===== src/rtl/ls_agu.sv =====
module ls_agu #(
  parameter int AW = 32,
  parameter int WORD_BYTES = 4
) (
  input  logic          clk,
  input  logic          rst_n,
  input  logic          in_valid,
  output logic          in_ready,
  input  logic [AW-1:0] base_val,
  input  logic [AW-1:0] pc_val,
  input  logic [AW-1:0] offset,
  input  logic          sub_off,
  input  logic [1:0]    mode,
  input  logic          pc_rel,
  input  logic          is_store,
  input  logic          is_word,
  output logic          out_valid,
  input  logic          out_ready,
  output logic [AW-1:0] addr,
  output logic [AW-1:0] new_base,
  output logic          wb_en,
  output logic          misalign
);
  localparam int LSBS = (WORD_BYTES > 1) ? $clog2(WORD_BYTES) : 1;
  localparam logic [1:0] M_ZERO = 2'b00, M_PRE = 2'b01, M_PREWB = 2'b10, M_POST = 2'b11;

  logic [AW-1:0] base_sel, sum, ea_n, nb_n;
  logic          wb_req, mis_n, accept;

  assign base_sel = pc_rel ? pc_val : base_val;
  assign sum      = sub_off ? base_sel - offset : base_sel + offset;
  assign in_ready = !out_valid || out_ready;
  assign accept   = in_valid && in_ready;

  always_comb begin
    ea_n   = base_sel;
    nb_n   = base_sel;
    wb_req = 1'b0;
    if (pc_rel) begin
      ea_n = sum;
    end else begin
      case (mode)
        M_ZERO:  ea_n = base_sel;
        M_PRE:   ea_n = sum;
        M_PREWB: begin ea_n = sum; nb_n = sum; wb_req = 1'b1; end
        M_POST:  begin ea_n = base_sel; nb_n = sum; wb_req = 1'b1; end
        default: ea_n = base_sel;
      endcase
    end
  end

  assign mis_n = is_store && is_word && (WORD_BYTES > 1) && (ea_n[LSBS-1:0] != '0);

  always_ff @(posedge clk or negedge rst_n) begin
    if (!rst_n) begin
      out_valid <= 1'b0;
      addr      <= '0;
      new_base  <= '0;
      wb_en     <= 1'b0;
      misalign  <= 1'b0;
    end else if (accept) begin
      out_valid <= 1'b1;
      addr      <= ea_n;
      new_base  <= nb_n;
      wb_en     <= wb_req && !mis_n;
      misalign  <= mis_n;
    end else if (out_ready) begin
      out_valid <= 1'b0;
      wb_en     <= 1'b0;
      misalign  <= 1'b0;
    end
  end
endmodule



===== config.mk =====
export PLATFORM = sky130hd
export DESIGN_NAME = ls_agu
export DESIGN_NICKNAME = d
export VERILOG_FILES = /design/src/rtl/ls_agu.sv
export SDC_FILE = /design/constraint.sdc
export NUM_CORES = 1
export LEC_CHECK = 0
export BUFFER_PORTS_ARGS = -buffer_cell sky130_fd_sc_hd__buf_2
export CAP_MARGIN = 20
export CORE_ASPECT_RATIO = 2
export CORE_MARGIN = 3
export CORE_UTILIZATION = 59
export CTS_BUF_LIST = sky130_fd_sc_hd__clkbuf_4 sky130_fd_sc_hd__clkbuf_8
export CTS_CLUSTER_DIAMETER = 200
export DETAILED_ROUTE_END_ITERATION = 16
export GPL_ROUTABILITY_DRIVEN = 0
export HOLD_SLACK_MARGIN = 0.08
export PLACE_DENSITY = 0.89
export SETUP_SLACK_MARGIN = 0.4
export SLEW_MARGIN = 10
export SYNTH_ARGS = -nofsm -noshare
export SYNTH_HDL_FRONTEND = slang
export SYNTH_SLANG_ARGS = --single-unit

===== constraint.sdc =====
create_clock -name clk -period 4.05 [get_ports clk]
set_input_delay 0.2025 -clock clk [delete_from_list [all_inputs] [get_ports clk]]
set_output_delay 0.2025 -clock clk [all_outputs]
set_load 0.02 [all_outputs]

Word level (Yosys, flattened, before mapping)
Index checks and enable logic that the tools add are counted.

Add/sub/neg operators: 2. Equal/unequal tests: 3. Mux-type cells: 12. Reductions and logical operators: 13.

Operator list (number): 32-bit two-way mux (5); 32-bit case mux with 2 select lines (1); 32-bit adder (1); 32-bit subtractor (1); 1-bit two-way mux (6); 2-bit OR reduction (3); 2-bit equality test (second input constant) (2); 1-bit logical AND (4); 2-bit nonzero test (2); 2-bit by 1-bit equality test with 1-bit output (second input constant) (1); 1-bit logical NOT (2); 2-bit logical NOT (1); 1-bit logical OR (1).

Register bits after elaboration: 67. Input port bits: 106.

Longest topological paths before layout
Word-level depth: 10. Mapped depth: 16. Gate-level depth less buffers: 15.

Least setup slack after synthesis
Ideal clock, no wire load.

Path kind: input -> register. From: input port pc_rel. To: register addr[29]. Arrival: 3.229 ns. Setup slack: 0.693 ns. Stages on the path: 12. Buffers on the path: 3. Path through: clkbuf_1 clkbuf_1 mux2_2 ha_1 clkbuf_1 nand3_1 or3_1 o21ai_2 a211oi_1 o41ai_2 mux2i_1 nand3_1.

Cells in the longest elaborated chain, start to end: 5.

Ends and longest elaborated chain: start: declaration (RTL line 14) `input logic pc_rel,`; 32-bit two-way mux (RTL line 30) `assign base_sel = pc_rel ? pc_val : base_val;`; 32-bit adder / 32-bit subtractor (equally long branches) (RTL line 31) `assign sum = sub_off ? base_sel - offset : base_sel + offset;`; 32-bit two-way mux (RTL line 31); 32-bit case mux with 2 select lines (RTL line 42) `case (mode)`; 32-bit two-way mux (*) (RTL line 39) `if (pc_rel) begin`; end signal: assignment (RTL line 63) `addr <= ea_n;`; end: declaration (RTL line 19) `output logic [AW-1:0] addr,`.

Mark *: on every way between the ends. The rest lies on a longest branch, timed or not. A chain may end at the register's enable or synchronous reset.

Final worst setup path
From: input port offset[12]. To: register new_base[30].

Cells in the longest elaborated chain, start to end: 4.

Ends and longest elaborated chain: start: declaration (RTL line 11) `input logic [AW-1:0] offset,`; 32-bit adder / 32-bit subtractor (equally long branches) (RTL line 31); 32-bit two-way mux (*) (RTL line 31); 32-bit two-way mux (*) (RTL line 42); 32-bit two-way mux (*) (RTL line 39); end signal: assignment (RTL line 64) `new_base <= nb_n;`; end: declaration (RTL line 20) `output logic [AW-1:0] new_base,`.

Marked as above.

==> results by group <==
Outcome
  – Outcome: completed

Setup path
  – Slowest cell on crit path: or4_4
  – Crit end category: flop
  – Arrival time of data at the critical path endpoint: 3.74 ns
  – Crit-path cells: buf_2 > or4_4 > nor4_4 > and4_4 > a21oi_1 > xnor2_1 > ha_1 > a21o_1 > a21o_1 > a21oi_1 > o21ai_0 > a311oi_1 > o21ai_1 > xnor2_1 > o211ai_1
  – Setup CP Type: in2reg
  – Critical path launch point type: primary input
  – Required time at the endpoint of the critical path: between 4 and 5 ns
  – Maximum fanout count along the critical path: 7
  – Slowest cell delay on critical path: between 0.5 and 0.6 ns

Die
  – Cell Rows: between 50 and 60
  – Area of the die: around 11,000 um2
  – Boundary pin count: about 170
  – Chip Height: around 150 um
  – Die boundary width: roughly 77 um
  – Effective utilization at floorplan: 60.67%
  – Placeable Area: approximately 9800 um2

STA
  – Final-report hold violation count: 0
  – Fin Setup TNS: 0 ns
  – Clock skew after layout: 0.01658 ns
  – Max-slew violation count: 0
  – Setup repair after global routing missed its margin: true
  – Shortest clock period the worst path allows after layout: between 3 and 4 ns
  – Final period util: between 80% and 90%
  – Achievable clock frequency: approximately 290 MHz
  – Worst relative slew slack: 41.18%
  – Total setup violations reported at the end of the flow: 0
  – Worst slew pin tran: 0.8784 ns

Power
  – Static leakage: between 3 and 4 nW
  – Switching fraction of total power: a little over two fifths
  – Pwr per Cell Area: 419.5 nW/um2
  – Power consumption: around 0.0030 W
  – Maximum resistive drop on vdd: approximately 280 uV
  – Sequential fraction of design power: between 20 and 30%
  – Share of power burned in the clock network: a little over a fifth
  – Total internal power: ~0.0017 W
  – P_sw: 0.001296 W
  – Power share of the combinational group: between 40% and 50%

Synthesis
  – Leading post-synthesis cells by instance count: 105 x nand2_1, 97 x nor2_1, 67 x dfrtp_1, 63 x a21oi_1, 44 x xnor2_1
  – Biggest area consumer among synthesized cells: dfrtp_1
  – Proportion of synthesized flip-flops having asynchronous set or reset: 100.0%
  – Proportion of synthesized chip area in sequential cells: around 28%
  – Number of synthesized register bits: 67
  – Post-synth EDFFs: 0
  – Nets in the synthesized netlist: 898
  – Most common cell in the synthesized netlist: nand2_1
  – Fraction of synthesized cell area taken by the top area cell type: 28.12%
  – Dominant synthesized flop cell: dfrtp_1
  – Syn Inst Count: 757
  – Syn Std Cell Area: ~6000 um2
  – Post-Syn Area per Cell: just under 8 um2
  – Cells taking the most area after synthesis: dfrtp_1 28%, ha_1 7.1%, nand2_1 6.6%, xnor2_1 6.5%, nor2_1 6.1%
  – Number of warnings reported in the yosys synthesis log: 0
  – Synth cell types: 57

Hold path
  – Hold WC Path Type: in2reg

Route
  – Number of violations reported at the end of detailed-routing iteration 0: ~530
  – Iteration count of the initial detailed-routing pass: 5
  – Average vias per placed instance: 6.172
  – Via count: 6,518
  – DRC violations left: 0
  – Final wirelength: roughly 19,000 um
  – WL/cell: about 18 um
  – Number of nets still failing antenna checks after routing: 0

Clocking
  – Clock H-tree levels: 3
  – Post CTS Setup Buffer Count: 0
  – # clock sinks: 67
  – CTS tree: yes
  – Worst-Skew Late Latency: about 0.37 ns
  – Clock Path Buffers: 2
  – Root buf cell: clkbuf_8
  – Clk pin slew, worst setup/hold paths: around 0.09 ns
  – Clock buffers created by TritonCTS: 9

Global routing
  – First-pass GRT wire length: 29,210 um
  – Antenna violations before repair: 0
  – Pin count of the biggest net entering global routing: 65
  – GR Util All Layers: a little under a third
  – Vias in the first global route: just over 6k
  – Overflow after GRT: 0

Layout
  – Number of inserted diodes: 0
  – Ratio of cells with drive above 1 in the final layout: about 28%
  – Post-route non-filler standard cell count: 1,056
  – Area added between synthesis and finish: 21.28%
  – Nets: between 1k and 1.5k
  – Share of the core filled with cells: around 74%
  – Final non-filler cell area: a little over 7000 um2

Run
  – Max_cap viols: 0

Place
  – Instance count after placement with tap cells included: between 1k and 1.5k
  – HPWL after DPL: roughly 14,000 um
  – Port bufs: roughly 170
  – Total placed instance area: 6944 um2
[power by group through the flow]
stage	Sequential, W	Combinational [W]	Clock [W]
final	0.000905	0.00147	0.000660
after global routing	0.000925	0.00159	0.000687
after CTS	0.000904	0.00145	0.000658
after detailed placement	0.000917	0.00143	0
after global placement	0.000913	0.00141	0
after floorplan	0.00111	0.000776	0
[cell families (layout without fill, tap and decap cells)]
logic type | after synthesis | count (layout) | synth area share (%)
buffers and inverters | 53 | 220 | 3.988
adder cells (fa/ha/maj) | 35 | 35 | 7.471
AO/OA/AOI/OAI | 195 | 195 | 20.32
multiplexers | 44 | 44 | 8.059
XOR/XNOR | 56 | 56 | 8.353
flip-flops | 67 | 67 | 28.12
AND/OR/NAND/NOR | 307 | 307 | 23.69
[critical path, delay by kind of cell]
kind	cells	cell delay, ns
xor+xnor	2	0.35
simple gates	3	1.12
fa+ha+maj	1	0.36
compound gates	8	1.57
buf+inv	1	0.12
[sequential cells by signal, indices dropped and copies added, names as in the netlist]
name / count
new_base: 32
out_valid: 1
misalign: 1
addr: 32
wb_en: 1
[path summary, 6_finish.rpt]
check	slack (ns)	from	cells after the start	end
max in group asynchronous	2.68	rst_n	3	addr[26]
hold / removal	0.08	base_val[13]	3	addr[13]
hold reg to reg	0.47	addr[7]	2	addr[7]
setup / recovery	0.55	offset[12]	15	new_base[30]
min in group asynchronous	0.37	rst_n	2	new_base[8]
setup reg to reg	1.99	out_valid	7	new_base[23]
[layout by cell type (no fill, tap or decap), drive strengths merged, types with 4 or more instances in the layout]
master	synthesis	routed
and2	4	4
and3	18	18
ha	34	34
nand3	28	28
o31ai	4	4
a21oi	63	63
nand2b	6	6
o21bai	4	4
clkbuf	38	9
dfrtp	67	67
nor3	18	18
a31oi	34	34
a311oi	4	4
inv	10	12
xnor2	45	45
nor4	5	5
nor2b	7	7
xor2	11	11
mux2	32	32
o21ai	40	40
buf	5	192
nand4	5	5
nor2	97	97
nand2	105	105
a21o	23	23
a211oi	6	6
or3	4	4
o211ai	7	7
mux2i	12	12
[metrics by stage]
stage,hold slack [ns],setup WS [ns]
6_report,0.08261,0.5463
5_1_grt,0.09821,0.3756
4_1_cts,0.08024,0.4868
3_5_place_dp,0.2491,0.1427
3_3_place_gp,0.2372,0.2252
2_1_floorplan,-0.09309,0.6927
[repair_timing]
| action | in CTS | in global routing |
|---|---|---|
| endpoints found under the setup margin | 0 | 9 |
| hold buffers | 2 | 0 |
| resized for setup | 0 | 4 |
| hold endpoints to repair | 26 | 0 |
[final cells by class]
class	count	area, um2
Clock buffer	9	123.9
Timing Repair Buffer	194	1061
Fill cell	807	2596
Tap cell	132	165.2
Clock inverter	7	100.1
Sequential cell	67	1677
Multi-Input combinational cell	637	4066
Inverter	10	37.54
[metal layers]
| layer | track usage, % | routed length [um] | up-vias |
|---|---|---|---|
| met5 | 0 | 0 | - |
| met4 | 17.65 | 964 | 0 |
| met3 | 4.848 | 1373 | 70 |
| met2 | 57.95 | 9769 | 344 |
| met1 | 34.65 | 6635 | 3075 |
| li1 | - | - | 3029 |
(Power assumes the default switching activity.)
